**config.mk**
```make
export PLATFORM = sky130hd
export DESIGN_NAME = duty_throttle
export DESIGN_NICKNAME = d
export VERILOG_FILES = /design/src/rtl/thr_pkg.sv /design/src/rtl/thr_regs.sv /design/src/rtl/thr_spd_timer.sv /design/src/rtl/thr_modgen.sv /design/src/rtl/duty_throttle.sv
export SDC_FILE = /design/constraint.sdc
export NUM_CORES = 1
export LEC_CHECK = 0
export BUFFER_PORTS_ARGS = -buffer_cell sky130_fd_sc_hd__buf_2
export CAP_MARGIN = 5
export CELL_PAD_IN_SITES_DETAIL_PLACEMENT = 0
export CELL_PAD_IN_SITES_GLOBAL_PLACEMENT = 1
export CORE_AREA = 3 3 100 173
export DETAILED_ROUTE_END_ITERATION = 10
export DIE_AREA = 0 0 103 176
export PLACE_DENSITY_LB_ADDON = 0.3
export SYNTH_ARGS = -nofsm -noshare
export SYNTH_HDL_FRONTEND = slang
export SYNTH_SLANG_ARGS = --single-unit
```
**constraint.sdc**
```tcl
create_clock -name clk -period 7.28 [get_ports clk]
set_clock_uncertainty 0.15 [all_clocks]
set_input_delay 0.728 -clock clk [delete_from_list [all_inputs] [get_ports clk]]
set_output_delay 0.728 -clock clk [all_outputs]
set_load 0.02 [all_outputs]
```
**src/rtl/thr_pkg.sv**
```systemverilog
package thr_pkg;

   localparam int DATA_W = 8;
   localparam int ADDR_W = 3;

   localparam logic [ADDR_W-1:0] ADR_CTRL = 3'd0;
   localparam logic [ADDR_W-1:0] ADR_OFF  = 3'd1;
   localparam logic [ADDR_W-1:0] ADR_ON   = 3'd2;
   localparam logic [ADDR_W-1:0] ADR_IRQT = 3'd3;
   localparam logic [ADDR_W-1:0] ADR_VIDT = 3'd4;

   // field order sets bit positions: mod_en is bit 0
   typedef struct packed {
      logic vid_spd;
      logic irq_spd;
      logic pm_en;
      logic mod_en;
   } ctrl_t;

   typedef enum logic [1:0] {
      PH_IDLE = 2'd0,
      PH_RUN  = 2'd1,
      PH_SUSP = 2'd2
   } phase_e;

endpackage

```
**src/rtl/thr_regs.sv**
```systemverilog
module thr_regs
   import thr_pkg::*;
#(
   parameter int CNT_W = 8,
   parameter int TMR_W = 8
) (
   input  logic                          clk,
   input  logic                          rst,
   input  logic                          we,
   input  logic [ADDR_W-1:0]             addr,
   input  logic [DATA_W-1:0]             wdata,
   output ctrl_t                         ctrl,
   output logic [CNT_W-1:0]              run_cnt,
   output logic [CNT_W-1:0]              susp_cnt,
   output logic [1:0][TMR_W-1:0]         tmr_val
);

   if (CNT_W > DATA_W || CNT_W < 1) begin : g_bad_cnt
      $error("thr_regs: CNT_W must lie in 1..DATA_W");
   end
   if (TMR_W > DATA_W || TMR_W < 1) begin : g_bad_tmr
      $error("thr_regs: TMR_W must lie in 1..DATA_W");
   end

   always_ff @(posedge clk) begin
      if (rst) begin
         ctrl     <= '0;
         run_cnt  <= '0;
         susp_cnt <= '0;
         tmr_val  <= '0;
      end else if (we) begin
         case (addr)
            ADR_CTRL: ctrl       <= ctrl_t'(wdata[3:0]);
            ADR_OFF:  run_cnt    <= wdata[CNT_W-1:0];
            ADR_ON:   susp_cnt   <= wdata[CNT_W-1:0];
            ADR_IRQT: tmr_val[0] <= wdata[TMR_W-1:0];
            ADR_VIDT: tmr_val[1] <= wdata[TMR_W-1:0];
            default: ;
         endcase
      end
   end

   AST_UNMAPPED_QUIET: assert property (@(posedge clk) disable iff (rst)
      (we && addr > ADR_VIDT) |=> ($stable(ctrl) && $stable(run_cnt) && $stable(susp_cnt) && $stable(tmr_val)))
      else $error("write to unmapped address changed a register");

endmodule

```
**src/rtl/thr_spd_timer.sv**
```systemverilog
module thr_spd_timer #(
   parameter int TMR_W  = 8,
   parameter int MS_DIV = 30000
) (
   input  logic             clk,
   input  logic             rst,
   input  logic             evt,
   input  logic             gate,
   input  logic [TMR_W-1:0] ld_val,
   output logic             active
);

   if (MS_DIV < 2) begin : g_bad_div
      $error("thr_spd_timer: MS_DIV must be at least 2");
   end

   localparam int SUB_W = $clog2(MS_DIV);
   localparam logic [SUB_W-1:0] SUB_LAST = SUB_W'(MS_DIV - 1);

   logic [TMR_W-1:0] cnt;
   logic [SUB_W-1:0] sub;
   logic             load;

   assign load   = evt && gate;
   assign active = gate && (cnt != '0);

   always_ff @(posedge clk) begin
      if (rst) begin
         cnt <= '0;
         sub <= '0;
      end else if (load) begin
         cnt <= ld_val;
         sub <= '0;
      end else if (cnt != '0) begin
         if (sub == SUB_LAST) begin
            sub <= '0;
            cnt <= cnt - 1'b1;
         end else begin
            sub <= sub + 1'b1;
         end
      end
   end

   AST_TMR_RELOAD: assert property (@(posedge clk) disable iff (rst)
      load |=> (cnt == $past(ld_val) && sub == '0))
      else $error("speedup timer did not reload");

   AST_TMR_DECAY: assert property (@(posedge clk) disable iff (rst)
      (!load && cnt != '0) |=> (cnt <= $past(cnt)))
      else $error("speedup timer grew without an event");

   AST_TMR_GATED: assert property (@(posedge clk) disable iff (rst)
      (evt && !gate && cnt == '0) |=> (cnt == '0))
      else $error("gated event started the timer");

endmodule

```
**src/rtl/thr_modgen.sv**
```systemverilog
module thr_modgen
   import thr_pkg::*;
#(
   parameter int CNT_W    = 8,
   parameter int UNIT_DIV = 960
) (
   input  logic             clk,
   input  logic             rst,
   input  logic             run,
   input  logic [CNT_W-1:0] run_cnt,
   input  logic [CNT_W-1:0] susp_cnt,
   output logic             susp_n
);

   if (UNIT_DIV < 2) begin : g_bad_div
      $error("thr_modgen: UNIT_DIV must be at least 2");
   end

   localparam int PRE_W = $clog2(UNIT_DIV);
   localparam logic [PRE_W-1:0] PRE_LAST = PRE_W'(UNIT_DIV - 1);

   phase_e           ph;
   logic [PRE_W-1:0] pre;
   logic [CNT_W-1:0] units;
   logic [CNT_W-1:0] lat_run;
   logic [CNT_W-1:0] lat_susp;
   logic [CNT_W-1:0] cur_len;
   logic             unit_tick;
   logic             phase_end;

   function automatic phase_e first_phase(logic [CNT_W-1:0] r, logic [CNT_W-1:0] s);
      if (r != '0)      return PH_RUN;
      else if (s != '0) return PH_SUSP;
      else              return PH_IDLE;
   endfunction

   assign cur_len   = (ph == PH_SUSP) ? lat_susp : lat_run;
   assign unit_tick = (pre == PRE_LAST);
   assign phase_end = (ph != PH_IDLE) && unit_tick &&
                      (({1'b0, units} + (CNT_W+1)'(1)) == {1'b0, cur_len});

   always_ff @(posedge clk) begin
      if (rst) begin
         ph       <= PH_IDLE;
         pre      <= '0;
         units    <= '0;
         lat_run  <= '0;
         lat_susp <= '0;
      end else if (!run) begin
         ph    <= PH_IDLE;
         pre   <= '0;
         units <= '0;
      end else if (ph == PH_IDLE) begin
         lat_run  <= run_cnt;
         lat_susp <= susp_cnt;
         ph       <= first_phase(run_cnt, susp_cnt);
         pre      <= '0;
         units    <= '0;
      end else begin
         pre <= unit_tick ? '0 : pre + 1'b1;
         if (phase_end) begin
            units <= '0;
            if (ph == PH_RUN && lat_susp != '0) begin
               ph <= PH_SUSP;
            end else begin
               lat_run  <= run_cnt;
               lat_susp <= susp_cnt;
               ph       <= first_phase(run_cnt, susp_cnt);
            end
         end else if (unit_tick) begin
            units <= units + 1'b1;
         end
      end
   end

   assign susp_n = (ph != PH_SUSP);

   AST_SUSP_HAS_LEN: assert property (@(posedge clk) disable iff (rst)
      (ph == PH_SUSP) |-> (lat_susp != '0))
      else $error("suspend phase entered with zero length");

   AST_UNIT_BOUND: assert property (@(posedge clk) disable iff (rst)
      (ph != PH_IDLE) |-> (units < cur_len))
      else $error("phase unit counter overran its length");

   AST_LATCH_HOLD: assert property (@(posedge clk) disable iff (rst)
      (ph != PH_IDLE && !phase_end) |=> ($stable(lat_run) && $stable(lat_susp)))
      else $error("counts changed inside a period");

endmodule

```
**src/rtl/duty_throttle.sv**
```systemverilog
module duty_throttle
   import thr_pkg::*;
#(
   parameter int UNIT_DIV = 960,
   parameter int MS_DIV   = 30000,
   parameter int CNT_W    = 8,
   parameter int TMR_W    = 8
) (
   input  logic              clk,
   input  logic              rst,
   input  logic              reg_we,
   input  logic [2:0]        reg_addr,
   input  logic [7:0]        reg_wdata,
   input  logic              irq_evt,
   input  logic              vid_evt,
   output logic              susp_n
);

   localparam int NSRC = 2;

   ctrl_t                  ctrl;
   logic [CNT_W-1:0]       run_cnt;
   logic [CNT_W-1:0]       susp_cnt;
   logic [NSRC-1:0][TMR_W-1:0] tmr_val;
   logic [NSRC-1:0]        src_evt;
   logic [NSRC-1:0]        src_en;
   logic [NSRC-1:0]        spd_act;
   logic                   run;

   thr_regs #(.CNT_W(CNT_W), .TMR_W(TMR_W)) u_regs (
      .clk      (clk),
      .rst      (rst),
      .we       (reg_we),
      .addr     (reg_addr),
      .wdata    (reg_wdata),
      .ctrl     (ctrl),
      .run_cnt  (run_cnt),
      .susp_cnt (susp_cnt),
      .tmr_val  (tmr_val)
   );

   assign src_evt = {vid_evt, irq_evt};
   assign src_en  = {ctrl.vid_spd, ctrl.irq_spd};

   for (genvar i = 0; i < NSRC; i++) begin : g_spd
      thr_spd_timer #(.TMR_W(TMR_W), .MS_DIV(MS_DIV)) u_tmr (
         .clk    (clk),
         .rst    (rst),
         .evt    (src_evt[i]),
         .gate   (ctrl.pm_en && src_en[i]),
         .ld_val (tmr_val[i]),
         .active (spd_act[i])
      );
   end

   assign run = ctrl.mod_en && (spd_act == '0);

   thr_modgen #(.CNT_W(CNT_W), .UNIT_DIV(UNIT_DIV)) u_mod (
      .clk      (clk),
      .rst      (rst),
      .run      (run),
      .run_cnt  (run_cnt),
      .susp_cnt (susp_cnt),
      .susp_n   (susp_n)
   );

   AST_DISABLED_HIGH: assert property (@(posedge clk) disable iff (rst)
      !ctrl.mod_en |=> susp_n)
      else $error("suspend asserted while modulation disabled");

   AST_SPEEDUP_HIGH: assert property (@(posedge clk) disable iff (rst)
      (spd_act != '0) |=> susp_n)
      else $error("suspend asserted during speedup");

   AST_NO_SPEEDUP_NO_PM: assert property (@(posedge clk) disable iff (rst)
      !ctrl.pm_en |-> (spd_act == '0))
      else $error("speedup active without power management enable");

endmodule

```
==> flow_metrics.py, run 1 <==
metrics = {
    "detailed_routing": {
        "ant_nets": 0,
        "first_pass_iters": 4,
        "drt_iter0_drc": 169,
        "drt_wl_total_um": 11800,
        "post_drt_wl_per_cell_um": 13.7,
        "drc": 0,
        "vias_per_cell": 4.98,
        "vias": 4292,
    },
    "synthesis": {
        "ys_seq_area_share_pct": 42.5,
        "avgSynthCellArea_um2": 8.60,
        "synth-async-reset-ratio_pct": 0,
        "synth_edf_count": 0,
        "syn_area_mm2": 0.00556,
        "ys_seq_elements": 118,
        "syn-num-nets": 669,
        "synthCells": 647,
        "yosysUniqueCellTypes": 52,
        "yosysMostFrequentCell": "dfxtp_1",
        "synth_commonest_cells": "dfxtp_1, nand2_1, nor2_1, a21oi_1, nand2b_1",
        "yosys_warnings": 0,
        "synth_top_area_share_pct": 42.5,
        "synth_top_area_cell": "dfxtp_1",
        "synth_flop_cell": "dfxtp_1",
        "synth_area_leaders": "dfxtp_1, nand2_1, mux2i_1",
    },
    "cts": {
        "cts_tree": "done",
        "numCtsBuffers": 17,
        "cts_hold_buf": 0,
        "cts_sinks": 118,
        "root_buffer": "clkbuf_16",
        "post_cts_resize_count": 0,
        "ctsHtreeMaxLevel": 4,
        "postCtsSetupBuffers": 0,
        "clk_latency_ns": 0.41,
        "cts_max_path_buffers": 2,
        "clkSlewWorstSetupHoldPaths_ns": 0.06,
    },
    "layout": {
        "layout-drive-gt1-share_pct": 9.23,
        "fin_nets": 681,
        "syn2layout_area_growth_pct": 14.0,
        "num_antenna_cells": 0,
    },
    "worst_setup_path": {
        "crit_path_end_kind": "flop",
        "cp-start-kind": "flop",
        "slowest_stage": "o21ai_4",
        "path_cells": "nand2b_1 -> mux2_2 -> xnor3_1 -> and4b_1 -> o221ai_4 -> o21ai_4 -> mux2i_1",
        "max_stage_delay_ns": 0.59,
        "cp_max_fo": 16,
        "path_class": "reg -> reg",
        "required_ns": 7.46,
        "worstPathArrival_ns": 3.30,
    },
    "global_route": {
        "grt_pass1_wl_um": 20100,
        "antenna_found_initial": 0,
        "grt_pass1_vias": 4217,
        "grt_overflow": 0,
        "grt_usage_pct": 13.9,
        "grt_max_degree": 88,
    },
    "status": {
        "status": "finished, final reports clean",
    },
    "die": {
        "row_count": 61,
        "core_mm2": 0.0160,
        "dieArea_mm2": 0.0181,
        "start_util_pct": 34.7,
        "fp.dieH_um": 176,
        "io_pins": 17,
        "die_w_um": 103,
    },
    "power": {
        "p_seq_share_pct": 43.6,
        "p_total_mw": 1.50,
        "netSwitchingFraction_pct": 23.3,
        "p_comb_share_pct": 2.7,
        "ir_drop_mv": 0.155,
        "p_int_mw": 1.15,
        "clkPwrFrac_pct": 53.7,
        "power.density_mw_per_mm2": 237,
        "netSwitchingPower_mw": 0.349,
        "p_leak_nw": 2.23,
    },
    "sta": {
        "fin_hold_ws_ns": 0.294,
        "fin_crit_ns": 3.12,
        "setup_viol": 0,
        "period_share_pct": 42.9,
        "slew_violations": 0,
        "setup-tns-final_ns": 0,
        "slew_headroom_pct": 42.1,
        "hold_viol": 0,
        "timing.fmax_mhz": 320,
        "rsz0062_at_grt": "no",
        "tightest_slew_ns": 0.862,
    },
    "flow_run": {
        "drv_cap": 0,
    },
    "hold_path": {
        "hp-class": "reg -> reg",
    },
    "placement": {
        "place_congestion": 0.778,
        "dp_hpwl_um": 8630,
        "io_buffer_count": 16,
    },
}
[layer usage]
metal  GRT usage, %  vias to the layer above  part of all wire [%]
li1               -                     2229                     -
met1           16.6                     2012                    44
met2           23.8                       39                    52
met3           3.24                       12                   1.9
met4           5.24                        0                   2.2
met5              0                        -                     0
[registers in the layout, summed over array words and instances (netlist names)]
name / flops
g_spd.u_tmr.sub: 30
g_spd.u_tmr.cnt: 16
u_regs.tmr_val: 16
u_mod.pre: 10
u_mod.lat_run: 8
u_mod.lat_susp: 8
u_mod.units: 8
u_regs.run_cnt: 8
u_regs.susp_cnt: 8
u_regs.ctrl: 4
u_mod.ph: 2
[power groups by stage]
stage / combinational, mW / sequential [mW] / clock, mW
after floorplan: 0.0267 / 0.667 / 0
after global routing: 0.0445 / 0.654 / 0.855
after CTS: 0.0408 / 0.654 / 0.825
after global placement: 0.0396 / 0.668 / 0
after detailed placement: 0.0407 / 0.668 / 0
final: 0.0401 / 0.654 / 0.806
[path summary, 6_finish.rpt]
path | from | to | slack, ns | cells past startpoint
setup / recovery | u_mod.ph[0] | u_mod.lat_susp[4] | 4.16 | 7
hold / removal | u_mod.pre[0] | u_mod.pre[0] | 0.29 | 1
setup reg to reg | u_mod.ph[0] | u_mod.lat_susp[4] | 4.16 | 7
hold reg to reg | u_mod.pre[0] | u_mod.pre[0] | 0.29 | 1
[critical path: cells and delay by family (launching register included)]
family                    cells  cell delay (ns)
muxes                         2             0.66
AOI/OAI and AO/OA             2             0.75
xor gates and xnor gates      1             0.20
and+or+nand+nor               2             0.82
DFF                           1             0.45
[cell usage in the layout, fill, tap and decap left out, drive strengths merged, types with 2 or more instances in the layout]
cell,count
dfxtp,118
nand2,93
nor2,82
a21oi,37
nand2b,36
mux2i,36
xor2,34
nand3,27
xnor2,22
and3,19
clkbuf,18
buf,17
inv,17
a211oi,16
or3,12
nor4,10
nor3,10
o21ai,9
and2,6
nand4,6
ha,6
nor2b,5
clkinvlp,5
o22ai,3
a21o,2
and3b,2
xnor3,2
o31a,2
nand4bb,2
nand3b,2
[cells by family (layout without fill, tap and decap cells)]
kind of cell | after synthesis | after routing | share of synthesized area (%)
XOR/XNOR | 58 | 58 | 9.63
AND/OR/NAND/NOR | 319 | 319 | 28.1
multiplexers | 37 | 37 | 6.82
buffers and inverters | 34 | 59 | 2.86
adder cells (fa/ha/maj) | 6 | 6 | 1.35
AO/OA/AOI/OAI | 75 | 75 | 8.80
flip-flops | 118 | 118 | 42.5
[final cells by class]
| cell class | instances | area, um2 |
|---|---|---|
| clock buffer | 18 | 439 |
| fill | 1639 | 9690 |
| inverter | 10 | 37.5 |
| sequential | 118 | 2360 |
| multi-input combinational | 495 | 3040 |
| tap | 189 | 236 |
| timing repair buffer | 17 | 87.6 |
| clock inverter | 14 | 138 |
[through the flow]
step | cells | instance area, um2 | setup WS (ns) | util (%)
5_1_grt | 861 | 6340 | 3.93 | 39.6
2_1_floorplan | 647 | 5560 | 4.63 | -
3_5_place_dp | 829 | 5760 | 4.15 | 36.0
3_3_place_gp | 829 | 5760 | 4.31 | 36.0
4_1_cts | 861 | 6340 | 4.12 | 39.6
6_report | 861 | 6340 | 4.16 | 39.6
(Power assumes the default switching activity.)
==> run 2: changes to the inputs <==
Clock period 7.28 ns to 2.63 ns, I/O delays scaled along.
==> run 2 against run 1 <==
Effect of this change:
- critical path depth is 2 higher
- first-iteration DRC count is 18% higher
- non-clock buffer count grew 21
- register-to-register slack lost 4.0 ns
- total power grew to 2.8 times the previous value
- utilization increased by 1.6 points
- via count rose by 2.0%
- wire length grew 2.9%
- clock power grew to 2.8 times the previous value
- sequential cell count is the same
- sequential share of layout area down 1.4 points
- clock-buffer cell count did not move
==> flow_metrics.py, run 2 (synthesis results as in run 1) <==
metrics = {
    "layout": {
        "reg_top3": "g_spd.u_tmr.sub (30), g_spd.u_tmr.cnt (16), u_regs.tmr_val (16)",
        "final_cell_mix": "dfxtp_1, nand2_1, nor2_1",
        "num_antenna_cells": 0,
        "layout-drive-gt1-share_pct": 12.6,
        "fin_nets": 702,
        "syn2layout_area_growth_pct": 18.5,
        "largest_register_ffs": 30,
        "regMostFlops": "g_spd.u_tmr.sub",
        "mostFrequentLayoutCell": "dfxtp_1",
        "fill_cells": 1607,
    },
    "global_route": {
        "grt_overflow": 0,
        "antenna_found_initial": 0,
        "grt_pass1_wl_um": 20600,
        "grt_usage_pct": 14.3,
        "grt_max_degree": 56,
        "grt_pass1_vias": 4397,
    },
    "worst_setup_path": {
        "worstPathArrival_ns": 2.67,
        "crit_path_end_kind": "flop",
        "crit_start": "u_mod.pre[1]",
        "reg2reg_slack_ns": 0.15,
        "cp-start-kind": "flop",
        "cp_max_fo": 8,
        "rr_startpoint": "u_mod.pre[1]",
        "path_class": "reg -> reg",
        "r2r_end": "u_mod.lat_run[5]",
        "required_ns": 2.82,
        "reg2regPathDepth": 9,
    },
    "sta": {
        "slew_headroom_pct": 61.4,
        "hold_viol": 0,
        "period_share_pct": 94.3,
        "tightest_slew_ns": 0.577,
        "timing.fmax_mhz": 403,
        "rsz0062_at_grt": "no",
        "fin_crit_ns": 2.48,
        "setup_viol": 0,
        "setup-tns-final_ns": 0,
        "slew_violations": 0,
    },
    "power": {
        "p_comb_share_pct": 2.9,
        "netSwitchingPower_mw": 0.951,
        "clkPwrFrac_pct": 54.0,
        "ir_drop_mv": 0.409,
        "p_seq_share_pct": 43.1,
        "p_int_mw": 3.25,
        "power.density_mw_per_mm2": 637,
        "p_leak_nw": 2.32,
        "p_total_mw": 4.20,
        "netSwitchingFraction_pct": 22.6,
    },
    "die": {
        "core_mm2": 0.0160,
        "dieArea_mm2": 0.0181,
        "fp.dieH_um": 176,
        "start_util_pct": 34.7,
        "die_w_um": 103,
        "row_count": 61,
        "io_pins": 17,
    },
    "cts": {
        "cts_tree": "done",
        "numCtsBuffers": 17,
        "root_buffer": "clkbuf_16",
        "ctsHtreeMaxLevel": 4,
        "cts_sinks": 118,
        "clk_latency_ns": 0.41,
        "cts_max_path_buffers": 2,
        "clkSlewWorstSetupHoldPaths_ns": 0.06,
    },
    "detailed_routing": {
        "vias_per_cell": 4.96,
        "vias": 4379,
        "first_pass_iters": 4,
        "ant_nets": 0,
        "drt_iter0_drc": 200,
        "post_drt_wl_per_cell_um": 13.8,
        "drc": 0,
        "drt_wl_total_um": 12200,
    },
    "hold_path": {
        "hp-class": "in -> reg",
        "hold_start": "reg_wdata[3]",
        "hold_depth": 3,
        "hold-path-endpoint": "u_regs.susp_cnt[3]",
    },
    "placement": {
        "place_congestion": 0.811,
        "io_buffer_count": 16,
        "dp_hpwl_um": 8770,
    },
    "flow_run": {
        "drv_cap": 0,
    },
    "status": {
        "status": "finished, final reports clean",
    },
}
run 2: cell count changes in the layout (fill, tap and decap cells not counted), moves of 2 or more:
cell / previous run / this run
nand2_2: 0 / 2
inv_6: 7 / 3
dfxtp_1: 118 / 116
clkinvlp_4: 5 / 7
or3_4: 0 / 2
buf_4: 1 / 15
nand2_1: 93 / 91
dlygate4sd3_1: 0 / 5
or3_1: 12 / 10
dfxtp_2: 0 / 2
run 2: layout make-up:
| type | instances | area (um2) | share of cell area, % |
|---|---|---|---|
| Timing Repair Buffer | 38 | 288 | 4.37 |
| Tap cell | 189 | 236 | 3.59 |
| Sequential cell | 118 | 2360 | 35.9 |
| Inverter | 10 | 37.5 | 0.569 |
| Multi-Input combinational cell | 495 | 3080 | 46.8 |
| Clock buffer | 18 | 429 | 6.51 |
| Clock inverter | 14 | 153 | 2.32 |
run 2: power by group through the flow:
| stage | Sequential [mW] | Clock [mW] | Combinational (mW) |
|---|---|---|---|
| floorplan | 1.85 | 0 | 0.0739 |
| global placement | 1.85 | 0 | 0.113 |
| detailed placement | 1.85 | 0 | 0.115 |
| CTS | 1.81 | 2.33 | 0.121 |
| global route | 1.81 | 2.41 | 0.136 |
| finish | 1.81 | 2.27 | 0.122 |
run 2: through the flow:
stage / instances / worst slack, ns / hold slack, ns / area (um2) / utilization [%]
final: 882 / 0.150 / 0.0206 / 6590 / 41.1
after global routing: 882 / 0.0141 / 0.0186 / 6590 / 41.1
after CTS: 879 / 0.0438 / 0.00710 / 6510 / 40.6
after detailed placement: 842 / 0.0540 / 0.285 / 5870 / 36.7
after global placement: 842 / 0.138 / 0.272 / 5870 / 36.7
after floorplan: 647 / 0.00348 / 0.249 / 5560 / -
run 2: repair_timing:
action                                 in CTS  in global routing
setup endpoints to repair                   0                 35
hold buffers                                5                  0
gates resized for setup                     0                 11
endpoints found under the hold margin       7                  0
setup buffers                               0                  2
run 2: how the worst max path moves through the flow:
stage                                  end  slack (ns)  depth (start not counted)
after floorplan           u_mod.lat_run[2]       0.003                          9
after global placement      u_mod.units[3]        0.14                          7
after detailed placement  u_mod.lat_run[7]        0.05                          9
after CTS                 u_mod.lat_run[7]        0.04                          9
after global routing      u_mod.lat_run[2]        0.01                          9
final                     u_mod.lat_run[5]        0.15                          9
run 2: metal layers:
layer	up-vias	routed length, um	part of all wire [%]	GRT usage [%]
met5	-	0	0	0
met4	0	214	1.8	5.29
met3	17	190	1.6	2.81
met2	42	6500	53	25.5
met1	2043	5250	43	16.4
li1	2277	-	-	-
run 2: worst max-delay path, stage by stage (launching register included):
cell,delay (ns)
dfxtp_1,0.37
ha_4,0.17
nand2_1,0.09
or3_4,0.41
nor4_2,0.20
and4b_1,0.26
o221ai_4,0.13
o21ai_4,0.25
clkbuf_16,0.21
mux2i_1,0.18
==> run 3: changes to the inputs <==
Settings changed: CTS_BUF_LIST set to sky130_fd_sc_hd__clkbuf_8.
==> run 3 against run 2 <==
Effect of this change:
- wire length shrank 0.25%
- setup slack gained 0.0021 ns
- global-route usage is essentially flat
- critical endpoint is now u_mod.lat_susp[2]
- largest power group is now sequential cells
- sequential power is essentially flat
- sequential cell count is the same
==> flow_metrics.py, run 3 (synthesis results as in run 1) <==
metrics = {
    "status": {
        "status": "finished, final reports clean",
    },
    "sta": {
        "hold_viol": 0,
        "slew_headroom_pct": 62.9,
        "rsz0062_at_grt": "no",
        "slew_violations": 0,
        "fin_hold_ws_ns": 0.0929,
        "timing.fmax_mhz": 404,
        "setup_viol": 0,
        "period_share_pct": 94.2,
        "fin_crit_ns": 2.48,
        "tightest_slew_ns": 0.554,
        "setup-tns-final_ns": 0,
    },
    "cts": {
        "root_buffer": "clkbuf_8",
        "ctsHtreeMaxLevel": 4,
        "cts_tree": "done",
        "clkSlewWorstSetupHoldPaths_ns": 0.08,
        "numCtsBuffers": 17,
        "clk_latency_ns": 0.43,
        "cts_sinks": 118,
        "cts_max_path_buffers": 2,
    },
    "layout": {
        "largest_register_ffs": 30,
        "fin_nets": 705,
        "syn2layout_area_growth_pct": 15.7,
        "num_antenna_cells": 0,
        "final_cell_mix": "dfxtp_1, nand2_1, nor2_1",
        "multi_input_area_mm2": 0.00309,
        "layout-drive-gt1-share_pct": 12.8,
        "final_cells": 885,
        "mostFrequentLayoutCell": "dfxtp_1",
        "reg_top3": "g_spd.u_tmr.sub (30), g_spd.u_tmr.cnt (16), u_regs.tmr_val (16)",
        "final_core_util_pct": 40.1,
        "regMostFlops": "g_spd.u_tmr.sub",
        "fill_cells": 1622,
        "regArea_mm2": 0.00237,
    },
    "die": {
        "core_mm2": 0.0160,
        "start_util_pct": 34.7,
        "fp.dieH_um": 176,
        "die_w_um": 103,
        "dieArea_mm2": 0.0181,
        "io_pins": 17,
        "row_count": 61,
    },
    "detailed_routing": {
        "drt_iter0_drc": 204,
        "drc": 0,
        "post_drt_wl_per_cell_um": 13.7,
        "vias": 4414,
        "vias_per_cell": 4.99,
        "first_pass_iters": 4,
        "ant_nets": 0,
        "drt_wl_total_um": 12100,
    },
    "hold_path": {
        "hp-class": "in -> reg",
        "hold_depth": 2,
        "hold-path-endpoint": "u_regs.ctrl[0]",
        "hold_start": "rst",
    },
    "power": {
        "ir_drop_mv": 0.337,
        "power.density_mw_per_mm2": 553,
        "p_leak_nw": 2.25,
        "p_total_mw": 3.56,
    },
    "global_route": {
        "grt_pass1_vias": 4397,
        "busiest_layer": "met2",
        "grt_max_degree": 56,
        "grt_usage_pct": 14.3,
        "antenna_found_initial": 0,
        "grt_pass1_wl_um": 20600,
        "grt_overflow": 0,
        "grt_use_met2_pct": 25.4,
        "gr-usage-met1_pct": 16.3,
        "grtUsageMet3_pct": 2.57,
    },
    "placement": {
        "io_buffer_count": 16,
        "dp_hpwl_um": 8770,
        "place_congestion": 0.811,
        "place_inst": 842,
    },
    "worst_setup_path": {
        "cpLargestDelayFamily": "multiplexers",
        "rr_startpoint": "u_mod.ph[0]",
        "cp-start-kind": "flop",
        "slowest_stage": "xnor3_1",
        "path_buf_inv": 1,
        "crit_path_end_kind": "flop",
        "cp_max_fo": 8,
        "path_class": "reg -> reg",
        "r2r_end": "u_mod.lat_susp[2]",
        "required_ns": 2.82,
        "reg2regPathDepth": 8,
        "cp.depth": 8,
        "reg2reg_slack_ns": 0.15,
        "path_cells": "nand2b_4 -> mux2_2 -> xnor3_1 -> and4b_1 -> o221ai_4 -> o21ai_4 -> buf_12 -> mux2i_1",
        "worstPathArrival_ns": 2.67,
        "max_stage_delay_ns": 0.36,
    },
    "flow_run": {
        "drv_cap": 0,
    },
}
==> run 3: worst reg2reg max path: stages, from the launching register on <==
cell and delay, ns:
dfxtp_1 0.34, nand2b_4 0.14, mux2_2 0.35, xnor3_1 0.36
and4b_1 0.30, o221ai_4 0.13, o21ai_4 0.25, buf_12 0.17
mux2i_1 0.21
==> run 3: worst max-delay path by stage <==
stage | start | to | slack, ns
after global placement | g_spd[0].u_tmr.cnt[2] | u_mod.units[3] | 0.14
after CTS | u_mod.units[1] | u_mod.lat_susp[2] | 0.02
after global routing | u_mod.ph[0] | u_mod.lat_susp[2] | 0.02
after detailed placement | u_mod.units[1] | u_mod.lat_run[7] | 0.05
after floorplan | u_mod.units[0] | u_mod.lat_run[2] | 0.003
final | u_mod.ph[0] | u_mod.lat_susp[2] | 0.15
==> run 3: metrics by stage <==
| stage | setup WS (ns) | cell area, um2 |
|---|---|---|
| floorplan | 0.00348 | 5560 |
| global placement | 0.138 | 5870 |
| detailed placement | 0.0540 | 5870 |
| CTS | 0.0170 | 6340 |
| global route | 0.0151 | 6430 |
| finish | 0.152 | 6430 |
==> run 3: final cells by class <==
cell class              count  area share (%)
well taps                 189            3.68
multi-input cells         495            48.0
clock buffers              17            3.64
flip-flops and latches    118            36.8
inverters                  10           0.583
clock inverters            15            2.43
repair buffers             41            4.94
==> run 3: where the power goes <==
part           leakage (nW)  switching, mW  internal [mW]  total, mW
clock network         0.178          0.782          0.844       1.63
logic                  1.12         0.0743         0.0514      0.126
registers             0.953        0.00934           1.80       1.81
==> run 3: layer usage <==
| layer | vias to the layer above | wire length [um] | part of all wire [%] |
|---|---|---|---|
| met2 | 65 | 6500 | 54 |
| li1 | 2282 | - | - |
| met1 | 2045 | 5120 | 42 |
| met5 | - | 0 | 0 |
| met4 | 0 | 240 | 2.0 |
| met3 | 22 | 267 | 2.2 |
==> run 3: repair_timing <==
action                                  CTS  global route
endpoints found under the setup margin    0            35
resized for setup                         0            13
hold buffers                              8             0
buffers inserted                          0             2
hold endpoints to repair                 24             0
